[src/rtl/pingpong_byte_writer.sv]
module pingpong_byte_writer #(
  parameter int ADDR_W = 16,
  parameter int CNT_W  = 10,
  parameter int BURST  = 8
) (
  input  logic              clk,
  input  logic              rst_n,
  input  logic              in_valid,
  input  logic [7:0]        in_data,
  output logic              in_ready,
  output logic              mem_we,
  output logic [ADDR_W-1:0] mem_addr,
  output logic [7:0]        mem_wdata,
  input  logic              reg_we,
  input  logic [2:0]        reg_addr,
  input  logic [31:0]       reg_wdata,
  output logic [31:0]       reg_rdata,
  output logic              irq
);

  localparam int BC_W = (BURST > 1) ? $clog2(BURST) : 1;
  localparam logic [2:0] MODE_PP   = 3'd3;
  localparam logic [2:0] MODE_STOP = 3'd0;

  logic [ADDR_W-1:0] base [2];
  logic [CNT_W-1:0]  cnt  [2];
  logic [2:0]        mode [2];
  logic              sel;
  logic [CNT_W-1:0]  idx;
  logic [1:0]        done;
  logic              ovr;
  logic              pause;
  logic [BC_W-1:0]   beat;

  logic              eff;
  logic              any_armed;
  logic [CNT_W-1:0]  idx_use;
  logic              accept;
  logic              last;

  wire armed0 = (mode[0] == MODE_PP);
  wire armed1 = (mode[1] == MODE_PP);

  always_comb begin
    if (sel ? armed1 : armed0) eff = sel;
    else                       eff = ~sel;
  end

  assign any_armed = armed0 | armed1;
  assign idx_use   = (eff == sel) ? idx : '0;
  assign last      = (idx_use == cnt[eff]);
  assign in_ready  = ~pause;
  assign accept    = in_valid & in_ready;
  assign mem_we    = accept & any_armed;
  assign mem_addr  = base[eff] + ADDR_W'(idx_use);
  assign mem_wdata = in_data;
  assign irq       = |done;

  always_ff @(posedge clk or negedge rst_n) begin
    if (!rst_n) begin
      pause <= 1'b0;
      beat  <= '0;
    end else begin
      pause <= 1'b0;
      if (accept) begin
        if (beat == BC_W'(BURST - 1)) begin
          beat  <= '0;
          pause <= 1'b1;
        end else begin
          beat <= beat + 1'b1;
        end
      end
    end
  end

  always_ff @(posedge clk or negedge rst_n) begin
    if (!rst_n) begin
      base[0] <= '0;
      base[1] <= '0;
      cnt[0]  <= '0;
      cnt[1]  <= '0;
      mode[0] <= MODE_STOP;
      mode[1] <= MODE_STOP;
      sel     <= 1'b0;
      idx     <= '0;
      done    <= '0;
      ovr     <= 1'b0;
    end else begin
      if (reg_we && reg_addr == 3'd4) begin
        done <= done & ~reg_wdata[1:0];
        if (reg_wdata[2]) ovr <= 1'b0;
      end
      if (accept) begin
        if (!any_armed) begin
          ovr <= 1'b1;
        end else if (last) begin
          mode[eff] <= MODE_STOP;
          done[eff] <= 1'b1;
          sel       <= ~eff;
          idx       <= '0;
        end else begin
          sel <= eff;
          idx <= idx_use + 1'b1;
        end
      end
      if (reg_we) begin
        case (reg_addr)
          3'd0: base[0] <= reg_wdata[ADDR_W-1:0];
          3'd1: begin
            mode[0] <= reg_wdata[2:0];
            cnt[0]  <= reg_wdata[CNT_W+3:4];
          end
          3'd2: base[1] <= reg_wdata[ADDR_W-1:0];
          3'd3: begin
            mode[1] <= reg_wdata[2:0];
            cnt[1]  <= reg_wdata[CNT_W+3:4];
          end
          default: ;
        endcase
      end
    end
  end

  always_comb begin
    reg_rdata = '0;
    case (reg_addr)
      3'd0: reg_rdata[ADDR_W-1:0] = base[0];
      3'd1: begin
        reg_rdata[2:0]        = mode[0];
        reg_rdata[CNT_W+3:4]  = cnt[0];
      end
      3'd2: reg_rdata[ADDR_W-1:0] = base[1];
      3'd3: begin
        reg_rdata[2:0]        = mode[1];
        reg_rdata[CNT_W+3:4]  = cnt[1];
      end
      3'd4: reg_rdata[2:0] = {ovr, done};
      default: ;
    endcase
  end

  p_gap_one_cycle_r5: assert property (@(posedge clk) disable iff (!rst_n)
    !in_ready |=> in_ready);

  p_overrun_cause_r7: assert property (@(posedge clk) disable iff (!rst_n)
    $rose(ovr) |-> $past(accept && !mem_we));

  p_overrun_sticky_r7: assert property (@(posedge clk) disable iff (!rst_n)
    (ovr && !(reg_we && reg_addr == 3'd4 && reg_wdata[2])) |=> ovr);

  p_done_stops_pri_r3: assert property (@(posedge clk) disable iff (!rst_n)
    ($rose(done[0]) && !$past(reg_we)) |-> (mode[0] == MODE_STOP));

  p_done_stops_alt_r3: assert property (@(posedge clk) disable iff (!rst_n)
    ($rose(done[1]) && !$past(reg_we)) |-> (mode[1] == MODE_STOP));

  p_addr_step_r2: assert property (@(posedge clk) disable iff (!rst_n)
    (mem_we && !last && !reg_we) |=> (!mem_we || mem_addr == $past(mem_addr) + 1'b1));

endmodule

[config.mk]
export PLATFORM = sky130hd
export DESIGN_NAME = pingpong_byte_writer
export DESIGN_NICKNAME = d
export VERILOG_FILES = /design/src/rtl/pingpong_byte_writer.sv
export SDC_FILE = /design/constraint.sdc
export NUM_CORES = 1
export LEC_CHECK = 0
export BUFFER_PORTS_ARGS = -buffer_cell sky130_fd_sc_hd__buf_4
export CORE_MARGIN = 1.5
export CORE_UTILIZATION = 50
export CTS_BUF_LIST = sky130_fd_sc_hd__clkbuf_2
export DETAILED_ROUTE_END_ITERATION = 16
export PLACE_DENSITY_LB_ADDON = 0.3
export SYNTH_ARGS = -nofsm -noshare
export SYNTH_HDL_FRONTEND = slang
export SYNTH_SLANG_ARGS = --single-unit
[constraint.sdc]
create_clock -name clk -period 7.5 [get_ports clk]
set_input_delay 0.375 -clock clk [delete_from_list [all_inputs] [get_ports clk]]
set_output_delay 0.375 -clock clk [all_outputs]
set_load 0.05 [all_outputs]
## Word level (Yosys, flattened, before mapping)

Cells that the tools add are included.

- Add/subtract/negate cells: 3
- $lt $le $gt $ge: 4
- Equality and inequality tests: 9
- Mux-type cells: 36
- Bitwise gates (word level): 12
- Reductions and logical operators: 10

Operator list:

| cell | count |
|---|---|
| 2-to-1 mux 10 bit | 5 |
| 2-to-1 mux 16 bit | 3 |
| case mux 10 bit (4 select lines) | 1 |
| 2-to-1 mux 6 bit | 4 |
| adder 16 x 10 -> 16 bit | 1 |
| case mux 3 bit (5 select lines) | 1 |
| equality test 3 x 2 -> 1 bit (second input constant) | 4 |
| 2-to-1 mux 3 bit | 4 |
| adder 10 x 1 -> 10 bit (second input constant) | 1 |
| equality test 10 bit | 1 |
| 2-to-1 mux 1 bit | 10 |
| AND reduction 2 bit | 5 |
| 2-to-1 mux 2 bit | 4 |
| bitwise AND 6 bit | 1 |
| equality test 3 bit (second input constant) | 2 |
| inverter 6 bit | 1 |
| case mux 2 bit (2 select lines) | 1 |
| adder 3 x 1 -> 3 bit (second input constant) | 1 |
| demux 3 bit (select 1 bit) | 1 |
| equality test 3 x 1 -> 1 bit (second input constant) | 1 |
| logical AND 1 bit | 3 |
| zero test 3 bit | 1 |
| inverter 1 bit | 3 |
| bitwise AND 1 bit | 2 |
| 13 further kinds | 13 |

- Register bits: 76
- Bits of input ports: 47
- Output and inout port bits: 59
- Word-level logic and storage cells: 86

## Logic depth before layout (Yosys ltp)

Gate-level depths: netlist (run 1).

- Word-level depth: 15
- Depth in mapped cells: 15
- Mapped depth without buffers: 13

## Worst setup path after synthesis (run 1)

Ideal clock, no wire load.

- Path type: flip-flop to output port
- Start point: register mode[1] (netlist bit)
- End point: output mem_addr[12]
- Data arrival time: 3.912 ns
- Data required time: 7.125 ns
- Setup slack: 3.213 ns
- Cell stages (with the launch flop): 16
- Path buffers: 2
- Path through: dfrtp_1 nand4b_1 clkbuf_1 o21a_1 buf_1 mux2_2 ha_1 inv_1 fa_1 inv_1 a21oi_1 nand2b_1 o311ai_2 nand3_1 xor2_1 mux2i_1

- Cells in the longest elaborated chain, start to end: 8
- Elaborated cells on any way between the ends: 10
- Those cells by class: add/sub: 1; eq/ne: 2; mux: 6; bitwise: 1

RTL lines:

| element | RTL line | RTL |
|---|---|---|
| from (decl) | 27 | `logic [2:0] mode [2];` |
| equality test 3 x 2 -> 1 bit * | 42 | `wire armed1 = (mode[1] == MODE_PP);` |
| 2-to-1 mux 1 bit * (2 in a row) | 45 | `if (sel ? armed1 : armed0) eff = sel;` |
| inverter 1 -> 2 bit (implied by the code) | 55 | `assign mem_addr = base[eff] + ADDR_W'(idx_use);` |
| 2-to-1 mux 16 bit (implied by the code) (3 in a row) | 55 |  |
| adder 16 x 10 -> 16 bit * | 55 |  |
| to (decl) | 12 | `output logic [ADDR_W-1:0] mem_addr,` |

Every way passes the cells marked *; elsewhere a longest branch is shown, timed or not. The select of a mux whose other input is x is not followed.

## Worst setup path after layout (run 1)

- Start point: register sel
- End point: output mem_addr[15]

- Cells in the longest elaborated chain, start to end: 7
- Elaborated cells on any way between the ends: 10
- Those cells by class: add/sub: 1; eq/ne: 1; mux: 6; bitwise: 2

RTL lines:

| element | RTL line | RTL |
|---|---|---|
| from (decl) | 28 | `logic sel;` |
| from (signal assigned) | 99 | `sel <= ~eff;` |
| 2-to-1 mux 1 bit / inverter 1 bit (equally long branches) | 45, 46 |  |
| 2-to-1 mux 1 bit | 45 |  |
| inverter 1 -> 2 bit (implied by the code) | 55 |  |
| 2-to-1 mux 16 bit (implied by the code) (3 in a row) | 55 |  |
| adder 16 x 10 -> 16 bit * | 55 |  |

Marks and branches as above.

==> results.md, run 1 <==
- CP Launch Type: flip-flop
- Rows: 36
- Setup tns final: 0 ps
- RSZ-0062 raised after global routing: false
- Dpl ws: 2827 ps
- R2R Path Start: sel$_DFFE_PN0P_
- P_leak: 2.522 nW
- Global placement routability congestion: 0.9725
- Status: complete, no violations
- Post-route minimum period: 5374 ps
- Core footprint: 0.009819 mm^2
- Initial core utilization: 51.72%
- Via count: 4043
- Ys flop type: dfrtp_1
- Reg clk slew, reported paths: 200 ps
- Sequential share of the synthesized area: 37.45%
- Initial antenna violation count: 1
- Yosys reg bits: 76
- DR iter-0 viols: 281
- Die Y-Extent: 103.8 um
- TritonCTS clock tree: yes
- Least-Margin Pin Slew: 1004 ps
- Via density: 5.937
- Cts hold-fix bufs: 1
- EDFF count, synth: 0
- Setup Fix Bufs, Post-CTS: 0
- Synth-to-layout area growth: 10.89%
- Largest net degree at the start of global routing: 77
- Max-slew violations: 0
- Largest area contributor in the netlist: dfrtp_1
- CTS root buf: clkbuf_2
- Pwr Density: 332.6 mW/mm^2
- Async set-reset flop share out of synthesis: 100.0%
- Antenna viol nets, final: 0
- CTS Sinks: 76
- Total grt overflow: 0
- CP Class: reg2out
- Synth top cells by count: dfrtp_1, mux2_2, nand2_1
- Post-cts gate resize count: 0
- Final period util: 71.65%
- Synth Instances: 507
- Max clock buf depth: 2
- Hold wc startpoint: reg_wdata[3]
- Final setup viols: 0
- DRC Markers: 0
- Post-synth top area share: 37.45%
- Max IR drop VDD: 0.3030 mV
- DR pass1 iterations: 5
- Avg Inst Size Synth: 10.02 um^2
- Num ports: 106
- Num CTS Buffers: 9
- All-Layer GR Usage: 25.30%
- Max-cap violation count: 0
- Routed WL: 13240 um
- Worst-path maximum fanout: 25
- Critical path arrival: 5000 ps
- First-pass GRT wire length: 21480 um
- Synth area leaders: dfrtp_1, mux2_2, mux4_2
- Setup crit start: sel$_DFFE_PN0P_
- Worst min-delay path class: in2reg
- Crit. End Element: output port
- Final Hold Fails: 0
- Layout cells sized above 1: 27.79%
- Final Total Pwr: 0.001873 W
- Vias in the first global route: 3983
- Most numerous cell in the Yosys netlist: dfrtp_1
- Rel. slew slack: 33.07%
- H-tree Lvls: 3
- Count of unique library cells instantiated by Yosys: 62
- Post-DP HPWL: 9493 um
- Die Wd: 103.8 um
- Synth warnings: 0
- Max Freq: 186.1 MHz
- Clk_lat worst skew: 540 ps
- Layout Nets: 603
- Syn Std Cell Area: 0.005079 mm^2
- Final Skew: 34.59 ps
- Critical Path RT: 7120 ps
- Fillers: 884
- I/O Buffers: 57
- Setup ws final: 2126 ps
- Die area: 0.01077 mm^2
- Routed WL per cell: 19.44 um
## worst max-delay path, stage by stage, from the launching register on
cell and delay (ps):
dfrtp_1 870, nand4b_1 730, o21a_1 380, buf_4 260
mux2_2 310, ha_1 340, and3_1 220, nand2_1 100
o22a_1 230, o311a_1 180, nor3_2 270, nand3_1 180
xor2_1 190, buf_4 220
## placed cells by master (no fill, tap or decap), drive strengths merged, types with 5 or more instances in the layout
| master | synthesis | layout |
|---|---|---|
| dfrtp | 76 | 76 |
| mux2 | 62 | 62 |
| buf | 34 | 59 |
| nand2 | 37 | 37 |
| inv | 23 | 24 |
| o21ai | 24 | 24 |
| nor2b | 22 | 22 |
| nor2 | 21 | 21 |
| a21oi | 19 | 19 |
| nand3 | 16 | 16 |
| conb | 1 | 16 |
| mux2i | 13 | 13 |
| ha | 12 | 12 |
| nor3 | 12 | 12 |
| mux4 | 10 | 10 |
| xor2 | 9 | 9 |
| xnor2 | 9 | 9 |
| clkbuf | 16 | 9 |
| a31oi | 8 | 8 |
| o22ai | 7 | 7 |
| a21o | 5 | 5 |
| and3 | 5 | 5 |
| o2bb2ai | 5 | 5 |
## per-layer routing
metal / vias up / global-route usage (%) / share of wire (%)
met2: 149 / 41.67 / 48
met5: - / 0 / 0
met4: 0 / 9.524 / 2.1
met1: 1991 / 34.31 / 43
met3: 30 / 3.084 / 6.5
li1: 1873 / - / -
## area by class of cell
type | instances | area (um^2) | share of cell area [%]
Multi-Input combinational cell | 373 | 2864 | 50.86
Sequential cell | 76 | 1902 | 33.77
Timing Repair Buffer | 60 | 452.9 | 8.043
Tap cell | 133 | 166.4 | 2.955
Clock inverter | 6 | 112.6 | 2.000
Inverter | 23 | 86.33 | 1.533
Clock buffer | 9 | 45.04 | 0.7998
Antenna cell | 1 | 2.502 | 0.04443
## kinds of logic (layout without fill, tap and decap cells)
logic type | after synthesis | count (layout) | share of synthesized area (%)
flip-flops | 76 | 76 | 37.45
XOR/XNOR | 18 | 18 | 3.104
AO/OA/AOI/OAI | 100 | 100 | 13.30
other | 1 | 17 | 0.07384
buffers and inverters | 73 | 98 | 7.268
AND/OR/NAND/NOR | 141 | 141 | 14.71
multiplexers | 85 | 85 | 20.74
adder cells (fa/ha/maj) | 13 | 13 | 3.351
## flip-flops by register name (all words and copies together), names as in the netlist
| name | cells |
|---|---|
| base | 32 |
| beat | 3 |
| cnt | 20 |
| done | 2 |
| idx | 10 |
| mode | 6 |
| ovr | 1 |
| pause | 1 |
| sel | 1 |
## per-stage QoR
| step | cells | hold WS (ps) | util [%] | instance area [um^2] |
|---|---|---|---|---|
| after detailed placement | 664 | 481.0 | 55.62 | 5461 |
| after CTS | 680 | 23.69 | 57.33 | 5629 |
| after floorplan | 522 | 79.41 | - | 5135 |
| after global routing | 681 | 24.70 | 57.35 | 5632 |
| after global placement | 664 | 467.1 | 55.62 | 5461 |
| final | 681 | 49.85 | 57.35 | 5632 |
## path summary, 6_finish.rpt
path / to / slack (ps) / cells after the start
max: mem_addr[15] / 2130 / 13
min: base[19]$_DFFE_PN0P_ / 50 / 3
max reg2reg: idx[8]$_DFFE_PN0P_ / 3450 / 9
min reg2reg: beat[2]$_DFFE_PN0P_ / 520 / 2
max in group asynchronous: mode[1]$_DFF_PN0_ / 6320 / 2
min in group asynchronous: base[5]$_DFFE_PN0P_ / 520 / 2
## where the power goes
part	leakage (nW)	switching [W]	internal [W]
Sequential	0.928	0.000143	0.000511
Clock	0.0923	0.000149	0.000143
Combinational	1.50	0.000568	0.000359
No activity file was read; power rests on OpenSTA's default activity.
==> inputs of run 2 (changes only) <==
==> constraint.sdc (replaced) <==
create_clock -name clk -period 5.02 [get_ports clk]
set_input_delay 0.251 -clock clk [delete_from_list [all_inputs] [get_ports clk]]
set_output_delay 0.251 -clock clk [all_outputs]
set_load 0.05 [all_outputs]
==> run 2 against run 1 <==
Effect of this change: register-to-register slack got worse by 1600 ps; setup slack got worse by 1700 ps; largest power group unchanged; cell area rose by 3.4%; utilization rose by 1.9 points; wire length rose by 1.0%; sequential share of layout area fell by 1.1 points; sequential power rose by 48%; critical path depth rose by 1; first-iteration DRC count fell by 6.0%.
==> results.md, run 2 (same netlist as run 1, synthesis figures left out) <==
- Status: complete, no violations
- RSZ-0062 raised after global routing: false
- Num ports: 106 (unchanged)
- Final Hold Fails: 0 (unchanged)
- Layout cells sized above 1: 27.51% (-0.27 points)
- Final std cells w/o fill: 701 (+2.9%)
- DR pass1 iterations: 6 (+1)
- Worst-path maximum fanout: 11 (-56%)
- Final period util: 92.14%
- Pwr Density: 486.6 mW/mm^2 (+46%)
- Critical-path cell list: and3b_1 > o21a_1 > mux2_2 > ha_1 > inv_1 > fa_1 > inv_1 > a21oi_1 > nand2b_1 > o311ai_2 > nand3_1 > xor2_1 > mux2i_1 > buf_4
- Combinational share of power: 50.3% (+0.8 points)
- CP Class: reg2out
- Setup tns final: 0 ps (unchanged)
- Routed WL: 13370 um (+1.0%)
- Register bank with the most flops: base
- Setup Fix Bufs, Post-CTS: 0 (unchanged)
- Max IR drop VDD: 0.4121 mV (+36%)
- Rows: 36 (unchanged)
- Psw: 0.001302 W (+51%)
- Clk_lat worst skew: 540 ps (about the same)
- Antenna viol nets, final: 0 (unchanged)
- First-pass GRT wire length: 21960 um (+2.2%)
- Least-Margin Pin Slew: 991.0 ps (-12.95 ps)
- CP Buf/Inv Count: 3 (+1)
- All-Layer GR Usage: 25.89% (+0.59 points)
- TritonCTS clock tree: yes
- Vias in the first global route: 4137 (+3.9%)
- Max clock buf depth: 2 (unchanged)
- Die Y-Extent: 103.8 um (unchanged)
- Initial core utilization: 51.72% (unchanged)
- DR iter-0 viols: 264 (-6.0%)
- Layout Nets: 623 (+3.3%)
- Most frequent cells in the layout: dfrtp_1, buf_4, mux2_2
- Critical path arrival: 4370 ps (-630 ps)
- Num CTS Buffers: 9 (unchanged)
- Sequential Power Share: 34.1% (-0.8 points)
- Via density: 5.926 (-0.19%)
- DRC Markers: 0 (unchanged)
- Reg clk slew, reported paths: 230 ps (+30 ps)
- Max-cap violation count: 0 (unchanged)
- P_leak: 2.607 nW (+3.4%)
- Pint: 0.001531 W (+51%)
- Sw frac: 45.97% (about the same)
- Max Freq: 216.2 MHz
- Global placement routability congestion: 0.9603 (-1.3%)
- Final setup viols: 0 (unchanged)
- Crit. End Element: output port
- Max reg flops: 32 (unchanged)
- CTS root buf: clkbuf_2
- Via count: 4154 (+2.7%)
- Synth-to-layout area growth: 14.63%
- Largest net degree at the start of global routing: 77 (unchanged)
- Die area: 0.01077 mm^2 (unchanged)
- Clock power share: 15.7% (about the same)
- Top flop regs: base: 32 flops, cnt: 20 flops, idx: 10 flops
- Max-slew violations: 0 (unchanged)
- Routed WL per cell: 19.08 um (-1.8%)
- Critical Path RT: 4770 ps (-2350 ps)
- Cell family with most CP delay: compound AO/OA/AOI/OAI gates
- H-tree Lvls: 3 (unchanged)
- I/O Buffers: 57 (unchanged)
- Final Skew: 36.59 ps (+2.000 ps)
- Initial antenna violation count: 1 (unchanged)
- Slowest CP cell: o21a_1
- Post-Place Cells: 668 (+0.60%)
- Core footprint: 0.009819 mm^2 (unchanged)
- Worst min-delay path class: in2reg
- CP Launch Type: flip-flop
- Most frequent cell on the critical path: inv_1
- CP peak stage delay: 510 ps (-360 ps)
- Post-DP HPWL: 9773 um (+2.9%)
- CTS Sinks: 76 (unchanged)
- Most common cell after layout, fill and taps aside: dfrtp_1
- Total grt overflow: 0 (unchanged)
- Post-route minimum period: 4625 ps
- Rel. slew slack: 33.93% (+0.86 points)
- Die Wd: 103.8 um (unchanged)
-- run 2: power by group through the flow --
stage               logic [W]  registers, W  clock network, W
detailed placement    0.00141      0.000971                 0
CTS                   0.00142      0.000959          0.000450
finish                0.00142      0.000965          0.000445
floorplan             0.00111      0.000887                 0
global placement      0.00138      0.000961                 0
global route          0.00152      0.000987          0.000478
-- run 2: area by class of cell --
class / instances / area (um^2)
well taps: 133 / 166.4
repair buffers: 80 / 643.1
fillers: 847 / 3998
clock inverters: 6 / 112.6
multi-input cells: 373 / 2864
diodes: 1 / 2.502
clock buffers: 9 / 45.04
inverters: 23 / 86.33
flip-flops and latches: 76 / 1902
-- run 2: metal layers --
layer	vias to the layer above	wire length (um)	GRT usage, %
li1	1920	-	-
met1	2064	5874	35.05
met2	146	6527	43.10
met3	24	713	2.832
met4	0	259	9.425
met5	-	0	0
-- run 2: final timing paths --
| kind | startpoint | end | slack, ps | cells past startpoint |
|---|---|---|---|---|
| worst min-delay path | in_valid | beat[1]$_DFFE_PN0P_ | 80 | 4 |
| min in group asynchronous | rst_n | base[10]$_DFFE_PN0P_ | 400 | 2 |
| max in group asynchronous | rst_n | base[2]$_DFFE_PN0P_ | 3980 | 2 |
| worst max register to register | sel$_DFFE_PN0P_ | mode[3]$_DFF_PN0_ | 1820 | 8 |
| worst min register to register | beat[2]$_DFFE_PN0P_ | beat[2]$_DFFE_PN0P_ | 520 | 2 |
| worst max-delay path | mode[4]$_DFF_PN0_ | mem_addr[12] | 390 | 14 |
-- run 2: repair_timing --
item | in CTS | in global routing
endpoints found under the setup margin | 0 | 0
endpoints found under the hold margin | 136 | 0
hold buffers | 17 | 0
gates resized for setup | 0 | 0
-- run 2: metrics by stage --
stage | instance area [um^2] | setup slack (ps) | total power (W) | utilization (%) | hold WS [ps]
6_report | 5822 | 394.7 | 0.002833 | 59.29 | 76.00
5_1_grt | 5822 | 134.6 | 0.002986 | 59.29 | 73.78
4_1_cts | 5819 | 394.5 | 0.002832 | 59.26 | 50.32
3_5_place_dp | 5492 | 1022 | 0.002379 | 55.93 | 475.4
3_3_place_gp | 5492 | 1068 | 0.002345 | 55.93 | 461.1
2_1_floorplan | 5135 | 857.1 | 0.001993 | - | -44.59
-- run 2: worst reg2reg max path, cell delays in order, from the launching register on --
cell       delay, ps
dfrtp_1          590
nand4bb_1        310
buf_4            250
o2bb2ai_1         90
a22o_1           250
nor4_1           300
nand4_1          630
nor2_1           520
o21ai_0          150
==> inputs of run 3 (changes only) <==
--- a/config.mk
+++ b/config.mk
@@ -5,12 +5,16 @@
 export SDC_FILE = /design/constraint.sdc
 export NUM_CORES = 1
 export LEC_CHECK = 0
+export ABC_CLOCK_PERIOD_IN_PS = 5020
 export BUFFER_PORTS_ARGS = -buffer_cell sky130_fd_sc_hd__buf_4
+export CELL_PAD_IN_SITES_DETAIL_PLACEMENT = 0
+export CELL_PAD_IN_SITES_GLOBAL_PLACEMENT = 1
 export CORE_MARGIN = 1.5
-export CORE_UTILIZATION = 50
+export CORE_UTILIZATION = 44
 export CTS_BUF_LIST = sky130_fd_sc_hd__clkbuf_2
 export DETAILED_ROUTE_END_ITERATION = 16
 export PLACE_DENSITY_LB_ADDON = 0.3
+export SKIP_LAST_GASP = 1
 export SYNTH_ARGS = -nofsm -noshare
 export SYNTH_HDL_FRONTEND = slang
 export SYNTH_SLANG_ARGS = --single-unit
==> run 3 against run 2 <==
Effect of this change: die area grew 13%; wire length grew 0.19%; utilization shrank 8.2 points; sequential share of layout area grew 0.20 points; combinational power is essentially flat; critical endpoint unchanged; hold slack lost 3.8 ps; power shrank 3.7%; largest cell class unchanged; final cell count grew 1.4%; critical path type unchanged; cell area shrank 0.60%; highest routed layer unchanged.
==> results.md, run 3 (same netlist as run 1, synthesis figures left out) <==
- H-tree Lvls: 3 (unchanged)
- Layout cells sized above 1: 27.46% (-0.048 points)
- Final std cells w/o fill: 711 (+1.4%)
- All-Layer GR Usage: 22.45% (-3.4 points)
- CTS Sinks: 76 (unchanged)
- Clk_lat worst skew: 540 ps (about the same)
- Max reg flops: 32 (unchanged)
- Routed WL per cell: 18.85 um (-1.2%)
- Worst r2r path cells: 9 (+1)
- CTS root buf: clkbuf_2
- Die Wd: 110.4 um (+6.4%)
- Max-slew violations: 0 (unchanged)
- RSZ-0062 raised after global routing: false
- R2R Path Start: sel$_DFFE_PN0P_
- Initial antenna violation count: 0 (-1)
- Via density: 5.810 (-2.0%)
- Max Freq: 211.2 MHz (-2.3%)
- Crit. End Element: output port
- CP Class: reg2out
- Routed WL: 13400 um (+0.19%)
- Worst min-delay path class: in2reg
- Final Total Pwr: 0.002727 W (-3.7%)
- Worst-path maximum fanout: 11 (unchanged)
- Max-cap violation count: 0 (unchanged)
- DR pass1 iterations: 5 (-1)
- DRC Markers: 0 (unchanged)
- Setup Fix Bufs, Post-CTS: 0 (unchanged)
- Slowest CP cell: o21a_1
- Fillers: 1042 (+23%)
- Setup crit start: mode[5]$_DFF_PN0_
- Layout Nets: 623 (unchanged)
- CP Depth: 14 (unchanged)
- Least-Margin Pin Slew: 1006 ps (+14.79 ps)
- Num CTS Buffers: 9 (unchanged)
- Flop2flop setup slack: 2010 ps (+190 ps)
- TritonCTS clock tree: yes
- Final Hold Fails: 0 (unchanged)
- Psw: 0.001295 W (-0.57%)
- Max IR drop VDD: 0.3210 mV (-22%)
- Most frequent cell on the critical path: inv_1
- Register bank with the most flops: base
- Reg clk slew, reported paths: 230 ps (about the same)
- Post-DP HPWL: 9553 um (-2.2%)
- Clock power share: 12.6% (-3.1 points)
- Largest net degree at the start of global routing: 77 (unchanged)
- P_leak: 2.581 nW (-1.0%)
- Sw frac: 47.48% (+1.5 points)
- Dpl ws: 888.8 ps (-133.3 ps)
- Antenna viol nets, final: 0 (unchanged)
- Antenna diodes: 0 (-1)
- Vias in the first global route: 4177 (+0.97%)
- Cts hold-fix bufs: 17 (unchanged)
- CP Buf/Inv Count: 3 (unchanged)
- First-pass GRT wire length: 22160 um (+0.91%)
- Critical Path RT: 4770 ps (about the same)
- Setup tns final: 0 ps (unchanged)
- Synth-to-layout area growth: 13.94%
- Num ports: 106 (unchanged)
- I/O Buffers: 57 (unchanged)
- Final period util: 94.31% (+2.2 points)
- Most common cell after layout, fill and taps aside: dfrtp_1
- Via count: 4131 (-0.55%)
- Most frequent cells in the layout: dfrtp_1, buf_4, mux2_2
- Rows: 39 (+8.3%)
- Design Area, Final: 0.005787 mm^2 (-0.60%)
- Die area: 0.01220 mm^2 (+13%)
- Combinational share of power: 52.1% (+1.8 points)
- Global placement routability congestion: 0.9638 (+0.36%)
- Pint: 0.001432 W (-6.4%)
- Max clock buf depth: 2 (unchanged)
- Crit path capture: mem_addr[12]
- Initial core utilization: 44.86% (-6.9 points)
- DR iter-0 viols: 401 (+52%)
- Cell family with most CP delay: compound AO/OA/AOI/OAI gates
- Setup ws final: 285.7 ps (-109.0 ps)
- Post-cts gate resize count: 0 (unchanged)
- Core footprint: 0.01132 mm^2 (+15%)
- Post-route minimum period: 4734 ps (+109.0 ps)
- Post-Place Cells: 678 (+1.5%)
- Sequential Power Share: 35.3% (+1.2 points)
- Critical-path cell list: and3b_1 > o21a_1 > mux2_2 > ha_1 > inv_1 > fa_1 > inv_1 > a21oi_1 > nand2b_1 > o311ai_2 > nand3_1 > xor2_1 > mux2i_1 > buf_4
- Critical path arrival: 4480 ps (+110 ps)
- Crit Reg-Reg Endpoint: idx[8]$_DFFE_PN0P_
- Rel. slew slack: 32.95% (-0.99 points)
- CP peak stage delay: 530 ps (+20 ps)
- Die Y-Extent: 110.4 um (+6.4%)
- Final setup viols: 0 (unchanged)
- Pwr Density: 471.3 mW/mm^2 (-3.2%)
- Top flop regs: base: 32 flops, cnt: 20 flops, idx: 10 flops
- Total grt overflow: 0 (unchanged)
- Status: complete, no violations
- Dpl cell area: 0.005504 mm^2 (+0.23%)
- Final Skew: 40.05 ps (+3.461 ps)
- CP Launch Type: flip-flop
[run 3: cell types whose count changed in the layout (fill, tap and decap cells not counted)]
cell	before	now
clkinvlp_4	0	2
clkbuf_2	9	10
clkinv_1	0	1
bufinv_16	3	1
clkinv_4	1	0
diode_2	1	0
[run 3: how the worst min path moves through the flow]
stage / from / to / slack [ps] / cells after the start
after floorplan: rst_n / base[0]$_DFFE_PN0P_ / -40 / 0
after global placement: rst_n / pause$_DFF_PN0_ / 460 / 1
after detailed placement: reg_wdata[3] / base[19]$_DFFE_PN0P_ / 470 / 3
after CTS: in_valid / beat[1]$_DFFE_PN0P_ / 80 / 4
after global routing: in_valid / beat[1]$_DFFE_PN0P_ / 80 / 4
final: in_valid / beat[1]$_DFFE_PN0P_ / 70 / 4
[run 3: final cells by class]
class                           instances  area [um^2]  area share, %
Inverter                               23        86.33          1.492
Clock inverter                          6        62.56          1.081
Clock buffer                           10        50.05         0.8649
Sequential cell                        76         1902          32.86
Multi-Input combinational cell        373         2864          49.49
Timing Repair Buffer                   80        643.1          11.11
Tap cell                              143        178.9          3.092
[run 3: tightest hold or removal path, delay by kind of cell]
family	cells	cell delay, ps
buf+inv	1	80
simple gates	3	260
[run 3: power by group through the flow]
stage / Clock (W) / Combinational, W / Sequential [W]
2_1_floorplan: 0 / 0.00111 / 0.000887
3_3_place_gp: 0 / 0.00138 / 0.000960
3_5_place_dp: 0 / 0.00140 / 0.000970
4_1_cts: 0.000354 / 0.00142 / 0.000957
5_1_grt: 0.000382 / 0.00152 / 0.000984
6_report: 0.000345 / 0.00142 / 0.000962
[run 3: per-stage QoR]
stage / utilization (%) / hold slack (ps)
floorplan: - / -44.59
global placement: 48.62 / 461.4
detailed placement: 48.62 / 470.9
CTS: 51.12 / 79.89
global route: 51.12 / 79.95
finish: 51.12 / 72.23
[run 3: metal layers]
metal,part of all wire (%),global-route usage (%),up-vias,routed length [um]
met4,1.9,5.556,0,251
met5,0,0,-,0
met1,44,29.96,2031,5949
met2,48,37.00,149,6441
li1,-,-,1920,-
met3,5.6,5.214,31,757
